[config.mk]
export PLATFORM = sky130hd
export DESIGN_NAME = dma_busmode_seq
export DESIGN_NICKNAME = d
export VERILOG_FILES = /design/src/rtl/dma_seq_pkg.sv /design/src/rtl/dma_unit_ctr.sv /design/src/rtl/dma_addr_step.sv /design/src/rtl/dma_busmode_seq.sv
export SDC_FILE = /design/constraint.sdc
export NUM_CORES = 1
export LEC_CHECK = 0
export BUFFER_PORTS_ARGS = -buffer_cell sky130_fd_sc_hd__buf_2
export CAP_MARGIN = 20
export CORE_ASPECT_RATIO = 1.1
export CORE_MARGIN = 2
export CORE_UTILIZATION = 40
export CTS_CLUSTER_SIZE = 14
export DETAILED_ROUTE_END_ITERATION = 7
export HOLD_SLACK_MARGIN = 0.05
export PLACE_DENSITY = 0.71
export SLEW_MARGIN = 10
export SYNTH_ARGS = -nofsm -noshare
export SYNTH_HDL_FRONTEND = slang
export SYNTH_SLANG_ARGS = --single-unit
export TNS_END_PERCENT = 1
[constraint.sdc]
create_clock -name clk -period 5.25 [get_ports clk]
set_input_delay 0.525 -clock clk [delete_from_list [all_inputs] [get_ports clk]]
set_output_delay 0.525 -clock clk [all_outputs]
set_load 0.02 [all_outputs]
[src/rtl/dma_seq_pkg.sv]
package dma_seq_pkg;

    typedef enum logic [2:0] {
        ST_IDLE,
        ST_WAIT,
        ST_ARB,
        ST_RD,
        ST_WR
    } seq_state_t;

    typedef enum logic [1:0] {
        SRC_EXT    = 2'd0,
        SRC_AUTO   = 2'd1,
        SRC_SERIAL = 2'd2,
        SRC_ADC    = 2'd3
    } req_src_t;

    // Bytes moved per unit for a size code
    function automatic logic [4:0] unit_bytes(input logic [1:0] code);
        unit_bytes = (code == 2'd3) ? 5'd16 : (5'd1 << code);
    endfunction

endpackage

[src/rtl/dma_unit_ctr.sv]
module dma_unit_ctr #(
    parameter int CW = 16
) (
    input  logic          clk,
    input  logic          rst_n,
    input  logic          load,
    input  logic [CW-1:0] load_val,
    input  logic          dec,
    output logic          is_last
);
    logic [CW-1:0] remain_q;

    always_ff @(posedge clk or negedge rst_n) begin
        if (!rst_n)
            remain_q <= '0;
        else if (load)
            remain_q <= load_val;
        else if (dec && remain_q != '0)
            remain_q <= remain_q - CW'(1);
    end

    assign is_last = (remain_q == CW'(1));
endmodule

[src/rtl/dma_addr_step.sv]
module dma_addr_step
    import dma_seq_pkg::*;
#(
    parameter int AW = 32
) (
    input  logic          clk,
    input  logic          rst_n,
    input  logic          load,
    input  logic [AW-1:0] load_val,
    input  logic          inc_en_in,
    input  logic          step,
    input  logic [1:0]    unit,
    output logic [AW-1:0] addr
);
    logic inc_en_q;

    always_ff @(posedge clk or negedge rst_n) begin
        if (!rst_n) begin
            addr     <= '0;
            inc_en_q <= 1'b0;
        end else if (load) begin
            addr     <= load_val;
            inc_en_q <= inc_en_in;
        end else if (step && inc_en_q) begin
            addr <= addr + AW'(unit_bytes(unit));
        end
    end
endmodule

[src/rtl/dma_busmode_seq.sv]
module dma_busmode_seq
    import dma_seq_pkg::*;
#(
    parameter int AW = 32,
    parameter int DW = 32,
    parameter int CW = 16
) (
    input  logic          clk,
    input  logic          rst_n,
    input  logic          start,
    input  logic          mode_burst,
    input  logic [1:0]    unit_sel,
    input  logic [1:0]    req_src,
    input  logic [CW-1:0] xfer_count,
    input  logic [AW-1:0] src_base,
    input  logic [AW-1:0] dst_base,
    input  logic          src_inc,
    input  logic          dst_inc,
    input  logic          dreq_n,
    input  logic          bus_gnt,
    input  logic [DW-1:0] bus_rdata,
    output logic          bus_req,
    output logic          bus_rd,
    output logic          bus_wr,
    output logic [AW-1:0] bus_addr,
    output logic [DW-1:0] bus_wdata,
    output logic [1:0]    bus_unit,
    output logic          busy,
    output logic          done,
    output logic          cfg_err
);
    localparam int NPTR = 2; // 0 = source, 1 = destination

    seq_state_t state_q, state_d;
    req_src_t   src_q;
    logic       cfg_burst_eff;
    logic [1:0] unit_q;
    logic [DW-1:0] hold_q;
    logic       is_last;
    logic       accept, unit_end, req_ok, periph;

    logic [AW-1:0] ptr_base [NPTR];
    logic          ptr_inc  [NPTR];
    logic [AW-1:0] ptr_addr [NPTR];

    assign accept   = (state_q == ST_IDLE) && start;
    assign unit_end = (state_q == ST_WR);
    assign periph   = (req_src == SRC_SERIAL) || (req_src == SRC_ADC);
    assign req_ok   = (src_q == SRC_AUTO) || !dreq_n;

    assign ptr_base[0] = src_base;
    assign ptr_base[1] = dst_base;
    assign ptr_inc[0]  = src_inc;
    assign ptr_inc[1]  = dst_inc;

    generate
        for (genvar p = 0; p < NPTR; p++) begin : g_ptr
            dma_addr_step #(.AW(AW)) u_step (
                .clk       (clk),
                .rst_n     (rst_n),
                .load      (accept),
                .load_val  (ptr_base[p]),
                .inc_en_in (ptr_inc[p]),
                .step      (unit_end),
                .unit      (unit_q),
                .addr      (ptr_addr[p])
            );
        end
    endgenerate

    dma_unit_ctr #(.CW(CW)) u_ctr (
        .clk      (clk),
        .rst_n    (rst_n),
        .load     (accept),
        .load_val (xfer_count),
        .dec      (unit_end),
        .is_last  (is_last)
    );

    // Next-state selection
    always_comb begin
        state_d = state_q;
        unique case (state_q)
            ST_IDLE: if (start) state_d = (xfer_count == '0) ? ST_IDLE : ST_WAIT;
            ST_WAIT: if (req_ok) state_d = ST_ARB;
            ST_ARB:  if (bus_gnt) state_d = ST_RD;
            ST_RD:   state_d = ST_WR;
            ST_WR: begin
                if (is_last)                     state_d = ST_IDLE;
                else if (cfg_burst_eff && req_ok) state_d = ST_RD;
                else                             state_d = ST_WAIT;
            end
            default: state_d = ST_IDLE;
        endcase
    end

    // State and captured configuration
    always_ff @(posedge clk or negedge rst_n) begin
        if (!rst_n) begin
            state_q       <= ST_IDLE;
            src_q         <= SRC_EXT;
            unit_q        <= 2'd0;
            cfg_burst_eff <= 1'b0;
            cfg_err       <= 1'b0;
            done          <= 1'b0;
            hold_q        <= '0;
        end else begin
            state_q <= state_d;
            if (accept) begin
                src_q         <= req_src_t'(req_src);
                unit_q        <= unit_sel;
                cfg_burst_eff <= mode_burst && !periph;
                cfg_err       <= mode_burst && periph;
                done          <= (xfer_count == '0);
            end else if (unit_end && is_last) begin
                done <= 1'b1;
            end
            if (state_q == ST_RD)
                hold_q <= bus_rdata;
        end
    end

    // Outputs decoded from state
    always_comb begin
        bus_req   = 1'b0;
        bus_rd    = 1'b0;
        bus_wr    = 1'b0;
        bus_addr  = '0;
        busy      = 1'b1;
        unique case (state_q)
            ST_IDLE: busy = 1'b0;
            ST_WAIT: ;
            ST_ARB:  bus_req = 1'b1;
            ST_RD: begin
                bus_req  = 1'b1;
                bus_rd   = 1'b1;
                bus_addr = ptr_addr[0];
            end
            ST_WR: begin
                bus_req  = 1'b1;
                bus_wr   = 1'b1;
                bus_addr = ptr_addr[1];
            end
            default: busy = 1'b0;
        endcase
    end

    assign bus_wdata = hold_q;
    assign bus_unit  = unit_q;

endmodule

==> metrics.md <==
| Metric | Value |
|---|---|
| Drt via density | 5.628 |
| Synth area leader | dfrtp_1 |
| Synth cell types | 72 |
| Total CTS buffers | 17 |
| Hold/Removal Path Class | primary input to async pin |
| Synth Warn # | 0 |
| DRT iter0 DRCs | 484 |
| CTS Root Cell | clkbuf_16 |
| Critical-path cell list | nor2b_1 > xor2_1 > ha_1 > o21ai_0 > a21boi_1 > o2111ai_1 > or3_1 > a31oi_1 |
| Setup tns final | 0 ns |
| I/O Buffers | 195 |
| Max FO, Critical Path | 13 |
| Peak Freq | 0.3025 GHz |
| Cell types occupying the most area after synthesis | dfrtp_1 (44%), nand2_1 (5.6%), mux2_2 (5.1%), a22o_1 (4.2%), o21ai_0 (3.9%) |
| Total core area | 17550 um2 |
| Headroom to the max-slew limit | 40.00% |
| Num rows | 51 |
| Asr flop ratio synth | 100.0% |
| DRC viols | 0 |
| Die Span X | 130.8 um |
| IO Count | 196 |
| Share of the synthesized area in the top cell type | 43.85% |
| PwrDens | 610.0 nW/um2 |
| Layout area overhead | 24.42% |
| Pin count of the biggest net entering global routing | 95 |
| Register area share after synthesis | 43.85% |
| Hold Fails Final Rpt | 0 |
| Worst path slowest cell | a21boi_1 |
| Final nets | 1072 |
| Synth Flop Type | dfrtp_1 |
| Leak | 3.831 nW |
| Startpoint Class | flop |
| Initial antenna violation count | 1 |
| Synth Net Count | 898 |
| Gpl congestion | 0.9308 |
| R2r worst-path depth | 8 |
| CTS resizes | 0 |
| Worst Max-Slew Pin Slew | 0.8999 ns |
| Vias in the first global route | 6115 |
| Hpwl dp | 15360 um |
| Total gr overflow | 0 |
| Worst vdd ir | 302.8 uV |
| Total track usage | 22.94% |
| Clock Tree Buf Depth | 2 |
| Setup Skew | 0.008028 ns |
| Post-Syn Area | 7077 um2 |
| Wire per inst | 18.14 um |
| Max-slew violations | 0 |
| Htree depth | 4 |
| Req. time, crit path | 5.58 ns |
| Outcome | finished, final reports clean |
| Skew-Pair Late Insertion Delay | 0.42 ns |
| Final min period | 3.306 ns |
| Via count | 6686 |
| Max-Cap Viols | 0 |
| Final setup violation count | 0 |
| First-pass GRT wire length | 32710 um |
| Initial Util | 40.33% |
| Most frequent cells in the layout | buf_2 (194), dfrtp_1 (124), nand2_1 (105), o21ai_0 (55), nor2_1 (45) |
| Layout cells sized above 1 | 29.40% |
| Syn Area/Cell | 9.251 um2 |
| Unrepaired setup endpoints after global routing | no |
| Commonest non-fill, non-tap cell in the layout | buf_2 |
| # hold bufs at CTS | 0 |
| Number of synthesized flops with an enable pin | 0 |
| DR pass1 iterations | 5 |
| Clk sinks | 124 |
| DIE HEIGHT | 143.5 um |
| Full die area | 18770 um2 |
| Post-DRT Antenna Nets | 0 |
| Critical path arrival | 3.64 ns |
| Post-CTS setup buffer count | 0 |
| TritonCTS clock tree | done |
| Tcrit/Tclk final | 62.97% |
| Crit Path Class | flop to flop |
| Final Util | 50.17% |
| Instance count of the mapped netlist | 765 |
| Final WL | 21550 um |
| Crit. End Element | flop |
| CP max stage delay | 0.63 ns |
| Flops & latches, synth | 124 |
| Reg clk slew, reported paths | 0.05 ns |
[path summary, 6_finish.rpt]
path / start / end / slack [ns]
min in group clk: src_inc / g_ptr[0].u_step.inc_en_q$_DFFE_PN0P_ / 0.30
worst min register to register: src_q[1]$_DFFE_PN0P_ / src_q[1]$_DFFE_PN0P_ / 0.47
worst max register to register: bus_unit[0]$_DFFE_PN0P_ / g_ptr[0].u_step.addr[26]$_DFFE_PN0P_ / 1.94
worst max-delay path: bus_unit[0]$_DFFE_PN0P_ / g_ptr[0].u_step.addr[26]$_DFFE_PN0P_ / 1.94
worst min-delay path: rst_n / g_ptr[1].u_step.addr[12]$_DFFE_PN0P_ / 0.22
max in group asynchronous: rst_n / cfg_err$_DFFE_PN0P_ / 3.67
[stage by stage]
step	power (mW)	setup WS (ns)	hold slack [ns]	std cells	instance area [um2]
6_report	5.371	1.944	0.2192	1188	8805
5_1_grt	5.708	1.673	0.2872	1187	8802
4_1_cts	5.385	1.990	0.2311	1187	8802
3_5_place_dp	4.202	1.993	0.4625	1158	8227
3_3_place_gp	4.147	2.104	0.4452	1158	8227
2_1_floorplan	3.446	2.534	0.2294	765	7077
[area by class of cell]
cell class | instances | area (um2)
Clock buffer | 23 | 488.0
Timing Repair Buffer | 203 | 1039
Fill cell | 1644 | 8743
Tap cell | 238 | 297.8
Antenna cell | 1 | 2.502
Clock inverter | 6 | 87.58
Sequential cell | 124 | 3103
Inverter | 16 | 60.06
Multi-Input combinational cell | 577 | 3727
[flip-flops by register name, summed over array words and instances, names as in the netlist]
| signal | cells |
|---|---|
| bus_unit | 2 |
| bus_wdata | 32 |
| cfg_burst_eff | 1 |
| cfg_err | 1 |
| done | 1 |
| g_ptr.u_step.addr | 64 |
| g_ptr.u_step.inc_en_q | 2 |
| src_q | 2 |
| state_q | 3 |
| u_ctr.remain_q | 16 |
[cell usage after synthesis, drive strengths merged (9+ instances only)]
master / number
a21oi: 27
a22o: 34
buf: 15
clkbuf: 33
dfrtp: 124
ha: 9
inv: 16
mux2: 32
nand2: 106
nand3: 22
nand4: 13
nor2: 47
nor3: 22
nor4: 17
o211ai: 12
o21ai: 63
o22ai: 9
or3: 9
xnor2: 25
xor2: 18
[metal layers]
| metal | GRT usage (%) | vias up | part of all wire [%] |
|---|---|---|---|
| li1 | - | 3167 | - |
| met1 | 29.91 | 3216 | 42 |
| met2 | 35.83 | 262 | 48 |
| met3 | 5.696 | 41 | 6.7 |
| met4 | 10.69 | 0 | 3.3 |
| met5 | 0 | - | 0 |
[power breakdown]
| part | switching [mW] | internal, mW |
|---|---|---|
| registers | 0.559 | 1.42 |
| logic | 1.33 | 0.909 |
| clock network | 0.416 | 0.740 |
[cell families (layout without fill, tap and decap cells)]
| logic type | Yosys count | after routing | synth area share [%] |
|---|---|---|---|
| AOI/OAI and AO/OA | 204 | 204 | 19.57 |
| xor gates and xnor gates | 43 | 43 | 5.322 |
| and+or+nand+nor | 284 | 284 | 20.14 |
| buffers and inverters | 64 | 248 | 3.731 |
| other | 0 | 1 | 0 |
| DFF | 124 | 124 | 43.85 |
| adders and majority gates | 11 | 11 | 1.874 |
| muxes | 35 | 35 | 5.516 |
[critical path, delay by kind of cell, from the launching register on]
| family | cells | cell delay (ns) |
|---|---|---|
| AO/OA/AOI/OAI | 4 | 1.31 |
| AND/OR/NAND/NOR | 2 | 0.94 |
| flip-flops | 1 | 0.53 |
| adder cells (fa/ha/maj) | 1 | 0.25 |
| XOR/XNOR | 1 | 0.20 |
Note: power is estimated with default switching activity, not from simulation.
